$ cat config.mk
export PLATFORM = sky130hd
export DESIGN_NAME = nor_wordprog
export DESIGN_NICKNAME = d
export VERILOG_FILES = /design/src/rtl/nwp_pkg.sv /design/src/rtl/nwp_cmd_seq.sv /design/src/rtl/nwp_tmo.sv /design/src/rtl/nor_wordprog.sv
export SDC_FILE = /design/constraint.sdc
export NUM_CORES = 1
export LEC_CHECK = 0
export BUFFER_PORTS_ARGS = -buffer_cell sky130_fd_sc_hd__buf_2
export CORE_MARGIN = 2
export CORE_UTILIZATION = 45
export CTS_CLUSTER_DIAMETER = 80
export CTS_CLUSTER_SIZE = 40
export DETAILED_ROUTE_END_ITERATION = 16
export GPL_TIMING_DRIVEN = 0
export PLACE_DENSITY_LB_ADDON = 0.15
export SYNTH_ARGS = -nofsm -noshare
export SYNTH_HDL_FRONTEND = slang
export SYNTH_HIERARCHICAL = 1
export SYNTH_SLANG_ARGS = --single-unit
export TNS_END_PERCENT = 50
$ cat constraint.sdc
create_clock -name clk -period 3.5 [get_ports clk]
set_input_delay 0.7 -clock clk [delete_from_list [all_inputs] [get_ports clk]]
set_output_delay 0.7 -clock clk [all_outputs]
set_load 0.005 [all_outputs]
$ cat src/rtl/nwp_pkg.sv
package nwp_pkg;
   typedef enum logic [2:0] {
      S_IDLE, S_CHECK, S_UNLOCK, S_PROG, S_POLL, S_RESET, S_DONE
   } nwp_state_e;

   localparam logic [1:0] ST_OK         = 2'd0;
   localparam logic [1:0] ST_TIMEOUT    = 2'd1;
   localparam logic [1:0] ST_NOT_ERASED = 2'd2;

   localparam int UNLOCK_STEPS = 3;
endpackage

$ cat src/rtl/nwp_cmd_seq.sv
module nwp_cmd_seq #(
   parameter int AW = 22,
   parameter int DW = 16,
   parameter logic [AW-1:0] BASE = '0
) (
   input  logic [1:0]    step,
   output logic [AW-1:0] cmd_addr,
   output logic [DW-1:0] cmd_data
);
   localparam logic [AW-1:0] OFS_A = AW'(12'h555);
   localparam logic [AW-1:0] OFS_B = AW'(12'h2AA);

   always_comb begin
      case (step)
         2'd0:    begin cmd_addr = BASE + OFS_A; cmd_data = DW'(16'h00AA); end
         2'd1:    begin cmd_addr = BASE + OFS_B; cmd_data = DW'(16'h0055); end
         default: begin cmd_addr = BASE + OFS_A; cmd_data = DW'(16'h00A0); end
      endcase
   end
endmodule

$ cat src/rtl/nwp_tmo.sv
module nwp_tmo #(
   parameter int LIMIT = 1000
) (
   input  logic clk,
   input  logic rst_n,
   input  logic clr,
   input  logic en,
   output logic expired
);
   localparam int CW = $clog2(LIMIT + 1);
   logic [CW-1:0] cnt;

   always_ff @(posedge clk) begin
      if (!rst_n || clr)  cnt <= '0;
      else if (en && !expired) cnt <= cnt + 1'b1;
   end

   assign expired = (cnt >= CW'(LIMIT));
endmodule

$ cat src/rtl/nor_wordprog.sv
module nor_wordprog #(
   parameter int AW = 22,
   parameter int DW = 16,
   parameter logic [AW-1:0] BASE = '0,
   parameter int TIMEOUT_CYC = 5000,
   parameter int POLL_BIT = 7
) (
   input  logic          clk,
   input  logic          rst_n,
   input  logic          req_valid,
   input  logic [AW-1:0] req_addr,
   input  logic [DW-1:0] req_data,
   output logic          busy,
   output logic          done,
   output logic [1:0]    status,
   output logic          fl_req,
   output logic          fl_we,
   output logic [AW-1:0] fl_addr,
   output logic [DW-1:0] fl_wdata,
   input  logic          fl_ack,
   input  logic [DW-1:0] fl_rdata
);
   import nwp_pkg::*;

   localparam logic [DW-1:0] RESET_CMD = DW'(16'h00F0);

   generate
      if (AW < 12) begin : g_bad_aw
         $error("AW must cover the unlock offsets");
      end
      if (DW < 8 || POLL_BIT >= DW) begin : g_bad_dw
         $error("DW must hold command bytes and the poll bit");
      end
      if (TIMEOUT_CYC < 1) begin : g_bad_tmo
         $error("TIMEOUT_CYC must be positive");
      end
   endgenerate

   nwp_state_e    state;
   logic [1:0]    step;
   logic [AW-1:0] dest;
   logic [DW-1:0] wdata;
   logic [1:0]    status_q;
   logic [AW-1:0] cmd_addr;
   logic [DW-1:0] cmd_data;
   logic          tmo_expired;

   nwp_cmd_seq #(.AW(AW), .DW(DW), .BASE(BASE)) u_cmd (
      .step(step), .cmd_addr(cmd_addr), .cmd_data(cmd_data)
   );

   nwp_tmo #(.LIMIT(TIMEOUT_CYC)) u_tmo (
      .clk(clk), .rst_n(rst_n),
      .clr(state == S_PROG), .en(state == S_POLL),
      .expired(tmo_expired)
   );

   always_comb begin
      fl_req   = 1'b0;
      fl_we    = 1'b0;
      fl_addr  = dest;
      fl_wdata = wdata;
      case (state)
         S_CHECK:  fl_req = 1'b1;
         S_UNLOCK: begin
            fl_req = 1'b1; fl_we = 1'b1;
            fl_addr = cmd_addr; fl_wdata = cmd_data;
         end
         S_PROG:   begin fl_req = 1'b1; fl_we = 1'b1; end
         S_POLL:   fl_req = 1'b1;
         S_RESET:  begin fl_req = 1'b1; fl_we = 1'b1; fl_wdata = RESET_CMD; end
         default:  ;
      endcase
   end

   always_ff @(posedge clk) begin
      if (!rst_n) begin
         state    <= S_IDLE;
         step     <= '0;
         dest     <= '0;
         wdata    <= '0;
         status_q <= ST_OK;
      end else begin
         case (state)
            S_IDLE: if (req_valid) begin
               dest  <= req_addr;
               wdata <= req_data;
               state <= S_CHECK;
            end
            S_CHECK: if (fl_ack) begin
               if ((fl_rdata & wdata) != wdata) begin
                  status_q <= ST_NOT_ERASED;
                  state    <= S_DONE;
               end else begin
                  step  <= '0;
                  state <= S_UNLOCK;
               end
            end
            S_UNLOCK: if (fl_ack) begin
               if (step == 2'(UNLOCK_STEPS - 1)) state <= S_PROG;
               step <= step + 2'd1;
            end
            S_PROG: if (fl_ack) state <= S_POLL;
            S_POLL: if (fl_ack) begin
               if (fl_rdata[POLL_BIT] == wdata[POLL_BIT]) begin
                  status_q <= ST_OK;
                  state    <= S_DONE;
               end else if (tmo_expired) begin
                  state <= S_RESET;
               end
            end
            S_RESET: if (fl_ack) begin
               status_q <= ST_TIMEOUT;
               state    <= S_DONE;
            end
            default: state <= S_IDLE;
         endcase
      end
   end

   assign busy   = (state != S_IDLE);
   assign done   = (state == S_DONE);
   assign status = status_q;
endmodule

# Word-level counts from Yosys, hierarchy flattened

Index checks and enable logic that the tools add are counted.

$add $sub $neg: 2
$mul: 0
Divide/modulo/power cells: 0
$lt $le $gt $ge: 1
Eq/ne operators: 21
Shift operators: 0
Muxes and demuxes: 27
Bitwise gates (word level): 1
Reduce and logical (&&, ||, !) cells: 15

Operator list:

| operator                                                              | number |
|---|---|
| 16-bit one-hot mux with 2 select lines                                | 1 |
| 3-bit two-way mux                                                     | 10 |
| 22-bit two-way mux                                                    | 1 |
| 2-bit != test, second input constant                                  | 10 |
| 3-bit one-hot mux with 6 select lines                                 | 1 |
| 16-bit bitwise AND                                                    | 1 |
| 2-bit two-way mux                                                     | 8 |
| 16-bit != test                                                        | 1 |
| 8-bit one-hot mux with 2 select lines                                 | 1 |
| 13-bit by 1-bit adder with 13-bit output, second input constant       | 1 |
| 13-bit greater-or-equal comparator, second input constant             | 1 |
| 11-bit two-way mux                                                    | 1 |
| 3-bit equality test, second input constant                            | 3 |
| 8-bit AND reduction                                                   | 1 |
| 3-bit by 2-bit equality test with 1-bit output, second input constant | 2 |
| 2-bit one-hot mux with 3 select lines                                 | 1 |
| 6-bit AND reduction                                                   | 1 |
| 3-bit nonzero test                                                    | 2 |
| 5-bit OR reduction                                                    | 1 |
| 2-bit one-hot mux with 2 select lines                                 | 1 |
| 4-bit AND reduction                                                   | 1 |
| 3-bit by 1-bit equality test with 1-bit output, second input constant | 1 |
| 3-bit zero test                                                       | 1 |
| 3-bit != test, second input constant                                  | 1 |
| 12 further kinds                                                      | 14 |

Register bits after elaboration: 58
Bits in latches: 0
Memory bits (writable): 0
Memory bits (read-only): 0
Input port bits: 58
Output and inout port bits: 44
Logic and storage cells: 73
Memories: 0

# Logic depth before layout (Yosys ltp)

Gate-level depths: netlist of the first run.

Depth after elaboration: 5
Depth in mapped cells: 7
Gate-level depth less buffers: 7

# Hierarchy

The synthesis of the first run kept the hierarchy.

Modules (own cells, without submodules):

| module       | instances | cells an instance | area each (sq um) | sequential area each (sq um) |
|---|---|---|---|---|
| nor_wordprog | 1         | 352               | 2469.9            | 900.9 |
| nwp_tmo      | 1         | 79                | 679.4             | 260.2 |
| nwp_cmd_seq  | 1         | 39                | 282.8             | 0.0 |

# Worst setup path after synthesis of the first run

OpenSTA, ideal clock, no wires.

Path kind: input -> register
Start: input port fl_rdata[7]
End: register status_q[0], in the netlist status[0]
Setup time: 72 ps
Arrival: 2008 ps
Required time: 3428 ps
Slack: 1421 ps
Stages: 7
Buffers on the path: 0
Cells stage by stage: inv_1 > ha_1 > or3b_1 > a21oi_2 > nor2_1 > a22oi_2 > mux2i_1

Longest elaborated chain between the ends: 4
Elaborated cells between the ends (all ways): 6
Those cells by class: 4 x eq/ne; 1 x bitwise; 1 x reduce/logical

Ends and longest elaborated chain:

| item                                   | line                | RTL |
|---|---|---|
| start, declared                        | nor_wordprog.sv:21  | `input logic [DW-1:0] fl_rdata` |
| 16-bit bitwise AND                     | nor_wordprog.sv:91  | `if ((fl_rdata & wdata) != wdata) begin` |
| 16-bit != test                         | nor_wordprog.sv:91  |  |
| 2-bit != test (no source line)         | n/a                 |  |
| 6-bit AND reduction (no source line) * | n/a                 |  |
| end signal, assigned                   | nor_wordprog.sv:92  | `status_q <= ST_NOT_ERASED;` |
| end signal, assigned                   | nor_wordprog.sv:106 | `status_q <= ST_OK;` |
| end signal, assigned                   | nor_wordprog.sv:113 | `status_q <= ST_TIMEOUT;` |
| end, declared                          | nor_wordprog.sv:43  | `logic [1:0] status_q;` |

Every way passes the cells marked *; elsewhere a longest branch is shown, timed or not.
A chain may end at the register's enable or synchronous reset.

# Final worst setup path of the first run

Start: register state[2]
End: output port fl_wdata[2]

Longest elaborated chain between the ends: 2
Elaborated cells between the ends (all ways): 3
Those cells by class: 2 x eq/ne; 1 x mux

Ends and longest elaborated chain:

| item                                                                                         | line               | RTL |
|---|---|---|
| start, declared                                                                              | nor_wordprog.sv:39 | `nwp_state_e state;` |
| start signal, assigned                                                                       | nor_wordprog.sv:78 | `state <= S_IDLE;` |
| start signal, assigned                                                                       | nor_wordprog.sv:88 | `state <= S_CHECK;` |
| start signal, assigned                                                                       | nor_wordprog.sv:93 | `state <= S_DONE;` |
| 3-bit equality test / 3-bit by 2-bit equality test with 1-bit output (equally long branches) | nor_wordprog.sv:63 | `case (state)` |
| 16-bit one-hot mux with 2 select lines *                                                     | nor_wordprog.sv:63 |  |
| end, declared                                                                                | nor_wordprog.sv:19 | `output logic [DW-1:0] fl_wdata,` |

Marks and branches as above.

==> impl_summary.md, run 1 <==
Routing
The routed via count is 3458. The number of detailed-route iterations in the first pass is 4. The total length of routed wires is 8760 um. In the routed design, unresolved DRC markers number 0.

The remaining antenna violation count after routing is 0. The mean number of vias per cell is 4.91. The detailed router finished its first iteration with 164 violations. The average routed wire per standard cell is 12.4 um.

Power
The proportion of power drawn by combinational gates is 0.473. The total power divided by cell area is 653 mW/mm2. The share of total power dissipated in sequential elements is 0.309. The worst voltage drop across the vdd grid is 438 uV. The net switching share of the total power is 0.393. The switching power summed over all nets is 0.00111 W.

The share of total power dissipated in the clock network is 0.217. Summed over all cells, the static leakage comes to 2.11 nW. The total internal power is 0.00172 W.

Floorplanning
The floorplan step defined a die boundary enclosing 0.00834 mm2. The area of the core is 0.00733 mm2. In this run the vertical extent of the chip is 91.3 um. For this configuration, the core starts out at a cell density of 0.468. The width of the die is 91.3 um. In this run the count of I/O pins placed on the die edge is 102.

The initialized floorplan defines 31 standard-cell rows.

STA
For the final database, setup skew stands at 0.00900 ns. The slew at the pin closest to its max-slew limit is 0.784 ns. The count of final hold-check violations is 0. Setup repair after global routing left no endpoint under its margin.

The count of pins over their slew limit was 0. The setup violation total in the final timing report is 0. The worst path in the final design needs a cycle of 2.82 ns, including I/O delays and setup. The post-route setup TNS is 0 ns. The share of the clock period used by the worst path is 0.806. The worst max-slew margin expressed relative to the limit is 0.476. Static timing analysis puts the maximum clock frequency at 355 MHz. On the final layout, the worst hold slack is 0.456 ns.

Placement
The final weighted congestion in routability-driven placement is 0.912. The HPWL after detailed placement is 6630 um. During placement, the flow inserted port buffers numbering 101.

Yosys
The instance count of the mapped netlist is 470. In the post-synthesis netlist, the cell with the most instances is nand2_1. Among all flip-flop cells after synthesis, the most frequent one is dfxtp_1. The count of different cell masters after synthesis is 53.

After synthesis the cells add up to 0.00343 mm2. By area the synthesized netlist is led by dfxtp_1 (34%), nand2_1 (17%), buf_4 (8.5%), a21oi_1 (4.8%), a21boi_0 (3.7%). The number of flip-flops and latches in the synthesized netlist is 58.

Of all flip-flops after synthesis, the portion carrying an async set or reset was 0. The area fraction of the dominant cell type after synthesis is 0.338. The total number of yosys warnings is 6. Counting flops with a built-in enable in the synthesized netlist gives 0. The commonest cells after synthesis are nand2_1 (159), dfxtp_1 (58), buf_4 (39). The mean instance size in the synthesized netlist is 7.30 um2.

Of the synthesized area, sequential elements account for 0.338. The library cell with the largest summed area after synthesis is dfxtp_1.

Final layout
Of the cells placed in the final design, the portion with a size suffix greater than 1 is 0.284. The net count of the finished layout is 664. The number of fill cells is 692. The number of antenna repair diodes is 0. The area growth from synthesis to layout is 26.0%.

Clock tree
In this run the clock root is driven by a clkbuf_8. The H-tree was split into 3 levels. The hold buffer count at cts is 0.

The worst-skew pair later-pin latency is 0.33 ns. Clock tree synthesis inserted a total of 9 buffers. Once the clock tree was built, the resizer swapped 0 gates to a different size. The post-CTS repair timing setup buffer count is 0. The largest buffer count on any clock path is 2.

After clock tree synthesis, the clock-pin slew on the worst setup and hold paths is 0.07 ns. The TritonCTS sink count is 58. TritonCTS built the clock tree.

Global route
The via count of the first global-routing pass is 3175. The remaining global-route overflow is 0. The total track usage is 0.215. The number of antenna violations at the first check in global routing is 0. Entering global routing, the biggest net connects 11 pins.

The global-route wire length before repair is 14400 um.

Min path
The worst hold path stage count is 2. The endpoint with the worst hold slack is dest[9]. The startpoint identified for the worst hold timing path is dest[9]. The path type of the worst min-delay path is register to register.

Critical path
Among the stages of the critical path, the cell type that occurs most often is buf_2. Traced cell by cell, the critical path runs through buf_4 > nor3b_4 > a21oi_1 > buf_2 > a22o_1 > buf_2. Along the worst path, the maximum fanout reaches 10. The critical path is of the register to output port type. The length in cells of the worst reg-to-reg path is 7. The arrival time of data at the critical path endpoint is 2.12 ns. The worst register-to-register path has a setup slack of 1.18 ns.

The worst register-to-register path begins at state[2]. The kind of cell adding the most delay to the critical path is buffers and inverters. The number of buffers and inverters on the critical path is 3. The library cell contributing the largest single delay on the critical path is nor3b_4.

STA puts the critical path data required time at 2.80 ns. The worst setup path is launched from a register. On the worst path, the slowest cell contributes a delay of 0.44 ns.

The sort of element at the end of the critical path is an output port. The worst register-to-register path ends at u_tmo/cnt[9].

Run
The max-capacitance violation count is 0.

Status
The run finished with clean final reports.
==> metrics by stage <==
step           setup slack [ns]  std cells  total power [W]  cell area (um2)  utilization
3_3_place_gp               1.04        688          0.00221             4130        0.563
4_1_cts                   0.661        704          0.00285             4320        0.590
6_report                  0.681        704          0.00283             4320        0.590
5_1_grt                   0.535        704          0.00304             4320        0.590
3_5_place_dp               1.01        688          0.00223             4130        0.563
2_1_floorplan              1.42        488          0.00175             3500            -
==> how the worst max path moves through the flow <==
stage | slack, ns | depth (start not counted) | end | startpoint
2_1_floorplan | 1.42 | 7 | status[0] | fl_rdata[7]
3_3_place_gp | 1.04 | 6 | fl_wdata[2] | state[2]
3_5_place_dp | 1.01 | 6 | fl_wdata[2] | state[2]
4_1_cts | 0.66 | 6 | fl_wdata[2] | state[2]
5_1_grt | 0.54 | 6 | fl_addr[8] | state[2]
6_report | 0.68 | 6 | fl_wdata[2] | state[2]
==> power groups by stage <==
stage / registers, W / clock network (W) / logic [W]
floorplan: 0.000862 / 0 / 0.000892
global placement: 0.000884 / 0 / 0.00132
detailed placement: 0.000887 / 0 / 0.00134
CTS: 0.000873 / 0.000628 / 0.00135
global route: 0.000890 / 0.000657 / 0.00149
finish: 0.000874 / 0.000614 / 0.00134
==> state kept, by name (all words and copies together), names as in the netlist <==
name and count:
step 2, dest 22, wdata 16, u_tmo/cnt 13
status 2, state 3
==> routing by layer <==
metal  global-route usage  share of wire
met5                    0              0
met1                0.288           0.48
met4               0.0997          0.025
met3               0.0299          0.041
met2                0.344           0.46
==> placed cells by master, fill, tap and decap left out, types with 11 or more instances in the layout <==
| cell | count |
|---|---|
| buf_2 | 108 |
| dfxtp_1 | 58 |
| inv_1 | 15 |
| nand2_1 | 159 |
| nor2b_1 | 17 |
| clkbuf_1 | 12 |
| buf_4 | 39 |
| nor2_1 | 11 |
| conb_1 | 19 |
| a21oi_1 | 33 |
| a22o_1 | 12 |
| a21boi_0 | 17 |
==> layout make-up <==
| type | count | area [um2] | area share |
|---|---|---|---|
| Inverter | 15 | 56.3 | 0.0130 |
| Sequential cell | 58 | 1160 | 0.269 |
| Multi-Input combinational cell | 358 | 1910 | 0.442 |
| Tap cell | 99 | 124 | 0.0286 |
| Clock buffer | 11 | 141 | 0.0327 |
| Clock inverter | 5 | 53.8 | 0.0124 |
| Timing Repair Buffer | 101 | 505 | 0.117 |
| Buffer | 57 | 369 | 0.0854 |
==> tightest hold or removal path, delay by kind of cell, from the launching register on <==
kind             cells  cell delay, ns
AO/OA/AOI/OAI        1            0.05
flip-flops           1            0.31
AND/OR/NAND/NOR      1            0.05
==> logic make-up after synthesis <==
family | synth area share
buf+inv | 0.124
mux | 0.00875
flops | 0.338
other cells | 0.00109
xor+xnor | 0.00766
compound gates | 0.203
fa+ha+maj | 0.0219
simple gates | 0.296
Note: power is estimated with default switching activity, not from simulation.
==> run 2: changes to the inputs <==
- clock period: 3.5 -> 2.7 ns (I/O delays scaled with it)
==> impl_summary.md, run 2 (same netlist as run 1, synthesis figures left out) <==
Routing
The number of remaining DRC errors is 0. After detailed routing, the average wire length per cell comes to 12.4 um. The number of detailed-route iterations in the first pass is 4. After detailed routing, the met2 layer carries 4000 um of wire.

For this block, the routed nets add up to 8800 um of wire. Across all layers, the routed design uses 3451 vias. Dividing the detail-routed via count by the number of cells gives 4.88. The uppermost metal layer occupied by signal nets is met4.

The remaining antenna violation count after routing is 0. For this block, the initial DRC count from the detailed router was 147. Wire segments on met3 add up to 478 um in the final route. The sum of routed wire segments on met1 is 4120 um.

Final layout
The net count of the finished layout is 667. 0 antenna diodes ended up in the layout. The share of the core filled with cells is 0.594. Leaving out fill and tap cells, the most frequent cells in the layout are nand2_1 (159), buf_2 (108), dfxtp_1 (58). Counting flops per register, the top entry is dest. The flip-flop count of the largest register after layout is 22. The area growth from synthesis to layout is 26.8%. Of the cells placed in the final design, the portion with a size suffix greater than 1 is 0.291. In the final layout, the registers with the most flip-flops are dest: 22 flops, wdata: 16 flops, u_tmo/cnt: 13 flops. The number of fill cells is 685. Leaving out fill and tap cells, the most frequent cell in the layout is nand2_1.

Critical path
The beginning of the critical path is state[2]. The library cell contributing the largest single delay on the critical path is dfxtp_1. By startpoint and endpoint, the worst setup path is classified as register to output port. The capturing point of the worst reg2reg path is u_tmo/cnt[9]. Setup slack on the worst reg-to-reg path comes out at 0.38 ns. The worst setup path is launched from a register. The critical path ends at fl_wdata[2]. The length in cells of the worst reg-to-reg path is 7. STA classifies the critical path endpoint as an output port. The worst reg2reg path startpoint is state[2]. In this run the worst path has a maximum fanout of 10. Data on the critical path is required at its endpoint by 2.16 ns. In this design, the stage delay of the slowest critical-path cell is 0.46 ns. The arrival time of data at the critical path endpoint is 1.99 ns. The cell repeated most along the worst path is buf_2. The critical path goes through buf_4 > nor2b_1 > a21oi_2 > buf_2 > a22o_1 > buf_2.

Power
In this run the static leakage power is 2.13 nW. In this run the power density over the cells is 847 mW/mm2. Across the VDD grid, the largest voltage drop is 558 uV.

Placement
The total of buffers placed on input and output ports is 101. The placed wire-length estimate after detailed placement is 6630 um. The final weighted congestion in routability-driven placement is 0.912.

Clock tree
For the worst-skew pair, the clock arrives at the later sink with an insertion delay of 0.34 ns. The clock transition at the registers of the reported paths is 0.07 ns. The clock tree from TritonCTS is built. In this run the clock root is driven by a clkbuf_8.

CTS built an H-tree with a depth of 3. Counting every sink on the clock net gives 58. Clock tree synthesis inserted a total of 9 buffers. The clock passes through at most 2 buffers.

STA
The count of pins over their slew limit is 0. Setup violations remaining at the end of the flow were counted as 0. The clock period minus final worst setup slack is 2.53 ns. Setup total negative slack on the finished layout was measured at 0 ns. Setup repair after global routing left no endpoint under its margin. For the pin with the worst max-slew slack, the measured transition is 0.796 ns. The share of the clock period used by the worst path is 0.937. The setup clock skew after layout is 0.0103 ns.

Timing would allow up to 395 MHz. The count of final hold-check violations came to 0. The worst max-slew margin expressed relative to the limit is 0.469.

Global route
The first global-routing pass estimated 14400 um of wire. The number of antenna violations at the first check in global routing was 0. Entering global routing, the biggest net connects 11 pins. The via count of the first global-routing pass came to 3175. For this run, the total global-route usage over all layers was measured as 0.215. The remaining global-route overflow is 0.

Floorplanning
For this design the top-level I/O count stands at 102. The width of the die is 91.3 um. The number of placement rows is 31. The area of the core is 0.00733 mm2.

From bottom edge to top edge, the die measures 91.3 um. The full die area is 0.00834 mm2. The starting utilization of the core area is 0.468.

Status
The flow ran to the end, and the final reports show no timing, DRC or antenna violations.

Run
The max-capacitance violation count is 0.

Min path
The path class of the tightest hold or removal check is primary input to register.
## run 2: cell count changes in the layout (fill, tap and decap cells not counted)
cell and delta:
buf_4 +3, a21oi_2 +1, clkbuf_2 +1, clkbuf_1 -1, a21oi_1 -1
## run 2: timing repair
item	in CTS	in global routing
buffers inserted	0	3
setup endpoints to repair	0	19
hold buffers	0	0
resized for setup	0	3
## run 2: per-layer routing
metal,vias to the layer above,track usage
li1,1788,-
met1,1544,0.288
met2,102,0.344
met3,17,0.0299
met4,0,0.0997
met5,-,0
## run 2: area by class of cell
cell class / count / area, um2 / area share
clock inverter: 5 / 53.8 / 0.0124
tap: 99 / 124 / 0.0285
clock buffer: 11 / 141 / 0.0325
buffer: 57 / 370 / 0.0851
timing repair buffer: 104 / 528 / 0.121
multi-input combinational: 358 / 1920 / 0.440
sequential: 58 / 1160 / 0.267
inverter: 15 / 56.3 / 0.0129
## run 2: power by group
group | internal (W) | switching, W | total (W)
Sequential | 0.00101 | 0.000120 | 0.00113
Clock | 0.000448 | 0.000347 | 0.000795
Combinational | 0.000783 | 0.000976 | 0.00176
Total | 0.00224 | 0.00144 | 0.00369
## run 2: how the worst min path moves through the flow
stage / from / endpoint / slack, ns / cells past startpoint
6_report: req_addr[8] / dest[8] / 0.43 / 3
5_1_grt: req_addr[3] / dest[3] / 0.44 / 3
4_1_cts: req_addr[8] / dest[8] / 0.42 / 3
3_5_place_dp: dest[9] / dest[9] / 0.45 / 2
3_3_place_gp: dest[8] / dest[8] / 0.44 / 2
2_1_floorplan: dest[0] / dest[0] / 0.44 / 2
## run 2: worst max-delay path, delay by kind of cell (launching register included)
family	cells	cell delay, ns
AO/OA/AOI/OAI	2	0.34
buffers and inverters	3	0.56
flip-flops	1	0.46
AND/OR/NAND/NOR	1	0.30
## run 2: metrics by stage
step           area (um2)  std cells  hold slack, ns  setup slack, ns  power (W)
2_1_floorplan        3500        488           0.437            0.695    0.00227
3_3_place_gp         4130        688           0.443            0.402    0.00286
3_5_place_dp         4130        688           0.448            0.373    0.00289
4_1_cts              4320        704           0.420           0.0210    0.00369
5_1_grt              4350        707           0.436           0.0438    0.00397
6_report             4350        707           0.433            0.171    0.00369
==> run 3: changes to the inputs <==
- SYNTH_HIERARCHICAL: 1 -> unset
==> impl_summary.md, run 3 <==
Yosys
In the synthesized netlist the async set-or-reset flop fraction comes to 0. The total nets after synthesis is 469. The synthesized design contains 0 enable-type register cells. In this run the mean area of a mapped cell was 7.45 um2. The compound-gate portion of the synthesized area is 0.171. The main combinational cell family by area after synthesis is simple AND/OR/NAND/NOR gates. The cell area after synthesis is 0.00301 mm2. Counting instances in the post-synthesis netlist gives the leading cell types as nand2_1 (97), dfxtp_1 (58), a21oi_1 (49). Of the total synthesized cell area, the portion taken by AND, OR, NAND and NOR gates is 0.327.

The count of different cell masters after synthesis is 42. Of the total synthesized cell area, the portion taken by XOR and XNOR cells is 0.0262. The sequential element share of the synthesized area is 0.386. The share of synthesized area in the top cell type comes to 0.386. The area share of fa/ha/maj cells after synthesis is 0.0291. Counting flops and latches in the post-synthesis netlist gives 58. For this run, the number of Yosys warnings is 0.

The library cell with the largest summed area after synthesis is dfxtp_1. The portion of synthesized area spent on multiplexers is 0.00499. Sorting the synthesized cells by area gives the leading types as dfxtp_1 (39%), nand2_1 (12%), a21oi_1 (8.1%), and2_1 (4.2%), nor2_1 (3.9%).

The cell count after synthesis came out at 404. nand2_1 is the most common cell in the netlist. The most frequently used flop master after synthesis is dfxtp_1.

Floorplanning
The starting utilization of the core area is 0.469. The full die area is 0.00736 mm2. The number of ports placed on the die boundary is 102. The core region is 0.00642 mm2. The width of the die is 85.8 um.

The die is 85.8 um tall. The number of placement rows is 29.

Final layout
Leaving out fill and tap cells, the most frequent cell in the layout is buf_2. The number of non-filler instances in the completed layout is 596. In the final layout, the share of cells above drive strength 1 is 0.256. The register with the most flip-flops in the layout has 22 of them. The share of the core filled with cells is 0.594.

The area growth from synthesis to layout is 26.7%. The net count of the finished layout is 580. 0 antenna diodes ended up in the layout.

The register containing the most flip-flops in the final layout is dest. Fill cells in the final layout number 650. The library cells used most frequently in the layout, excluding fill and tap cells, are buf_2 (107), nand2_1 (97), dfxtp_1 (58). In the final layout, the registers with the most flip-flops are dest: 22 flops, wdata: 16 flops, u_tmo.cnt: 13 flops.

STA
The clock period minus final worst setup slack is 2.45 ns. The post-route setup TNS is 0 ns. The count of final hold-check violations is 0.

Timing would allow up to 409 MHz. The setup clock skew after layout is 0.00533 ns. The count of pins over their slew limit is 0.

Setup violations remaining at the end of the flow were counted as 0. Setup repair after global routing left no endpoint under its margin. The slew at the pin closest to its max-slew limit is 0.838 ns. The worst max-slew margin expressed relative to the limit is 0.436. In the finished design, the share of the clock period the worst path needs comes to 0.907.

Critical path
STA classifies the critical path endpoint as an output port. The critical path is of the register to output port type. Data on the critical path is required at its endpoint by 2.16 ns.

The setup slack of the most critical reg-to-reg path is 0.70 ns. Counting cells, the worst reg-to-reg path comes to 7. The capturing point of the worst reg2reg path is dest[12]. The nature of the critical path startpoint is a register. The worst reg2reg path startpoint is state[0]. The maximum fanout encountered on the critical timing path is 10. The arrival time of data at the critical path endpoint is 1.91 ns.

Global route
Entering global routing, the biggest net connects 11 pins. The global-route wire length before repair is 13300 um. The number of antenna violations at the first check in global routing is 0. The total track usage is 0.225. The remaining global-route overflow is 0. The via count of the first global-routing pass is 2895.

Min path
The worst hold path stage count is 3. The launch instance of the worst min-delay path is req_addr[10]. The path type of the worst min-delay path is primary input to register. The endpoint with the worst hold slack is dest[10].

Clock tree
The H-tree generated during clock tree synthesis spans 3 levels. The TritonCTS sink count is 58. The largest buffer count on any clock path is 2.

The clock tree root buffer cell is clkbuf_8. TritonCTS built the clock tree. Counting the buffers created by CTS gives 9. The number of gates resized after CTS was 0. The hold buffer count at cts is 0. The clock transition at the registers of the reported paths is 0.07 ns. The worst-skew pair later-pin latency is 0.33 ns. The number of setup buffers added after CTS is 0.

Routing
The routed via count is 3071. The count of routing violations after the opening detailed-route iteration is 161. The average routed wire per standard cell is 13.2 um.

In this run the remaining antenna-violating nets after routing total 0. For this block, the routed nets add up to 7860 um of wire. The first TritonRoute pass finished after 7 iterations. The mean number of vias per cell is 5.15.

The number of remaining DRC errors is 0.

Status
The run finished with clean final reports.

Run
The max-capacitance violation count is 0.

Power
For this design the static power due to leakage is 1.78 nW. The total power divided by cell area is 849 mW/mm2. The worst voltage drop across the vdd grid is 392 uV.

Placement
The congestion estimate from routability-driven global placement came to 0.874. Detailed placement finished with a half-perimeter wire length of 5820 um. Input and output buffers added on the ports amount to 100. Once placement completed, the tool counted placed cells totaling 581.
-- run 3: cell types whose count changed after synthesis, sizes merged, moves of 8 or more --
cell	previous run	this run
nand2	160	98
a21oi	34	49
a22o	12	2
buf	46	9
a21boi	17	0
nor2	11	31
and2	4	20
a21o	1	9
-- run 3: stage by stage --
step | setup WS, ns | total power (W) | hold WS [ns] | area [um2]
finish | 0.252 | 0.00324 | 0.441 | 3820
CTS | 0.101 | 0.00326 | 0.431 | 3810
detailed placement | 0.473 | 0.00243 | 0.443 | 3610
global route | 0.0656 | 0.00350 | 0.434 | 3820
global placement | 0.487 | 0.00241 | 0.438 | 3610
floorplan | 0.864 | 0.00195 | 0.432 | 3010
-- run 3: per-layer routing --
layer  global-route usage  share of wire  vias to the layer above
met5                    0              0                        -
met2                0.357           0.45                       99
met1                0.296           0.47                     1394
li1                     -              -                     1568
met3               0.0539          0.067                       10
met4               0.0866          0.014                        0
-- run 3: logic make-up after synthesis --
| group | Yosys count |
|---|---|
| adders and majority gates | 7 |
| buffers and inverters | 39 |
| and+or+nand+nor | 204 |
| muxes | 1 |
| DFF | 58 |
| xor gates and xnor gates | 9 |
| AOI/OAI and AO/OA | 86 |
-- run 3: cell type report --
class,count,area [um2],area share
Multi-Input combinational cell,307,1680,0.440
Sequential cell,58,1160,0.304
Timing Repair Buffer,100,500,0.131
Clock buffer,13,169,0.0443
Buffer,25,121,0.0318
Tap cell,77,96.3,0.0252
Inverter,14,52.6,0.0138
Clock inverter,2,35.0,0.00918
-- run 3: worst max-delay path by stage --
| stage | from | end | cells after the start |
|---|---|---|---|
| after floorplan | state[0] | fl_wdata[10] | 7 |
| after global placement | state[0] | fl_wdata[8] | 8 |
| after detailed placement | state[0] | fl_wdata[12] | 8 |
| after CTS | state[0] | fl_wdata[12] | 8 |
| after global routing | state[0] | fl_wdata[0] | 9 |
| final | state[0] | fl_wdata[0] | 9 |
-- run 3: critical path, cell delays in order, from the launching register on --
cell	delay [ns]
dfxtp_1	0.32
buf_6	0.14
nand2b_1	0.10
buf_2	0.19
nor2_1	0.07
a21oi_1	0.23
clkbuf_2	0.26
nand2_1	0.07
nand2_1	0.08
buf_2	0.11
-- run 3: report_power, final --
group          internal, W  total [W]  switching, W  leakage, nW
clock network     0.000496   0.000824      0.000328        0.106
logic             0.000545    0.00132      0.000776         1.20
registers          0.00100    0.00109     0.0000886        0.474
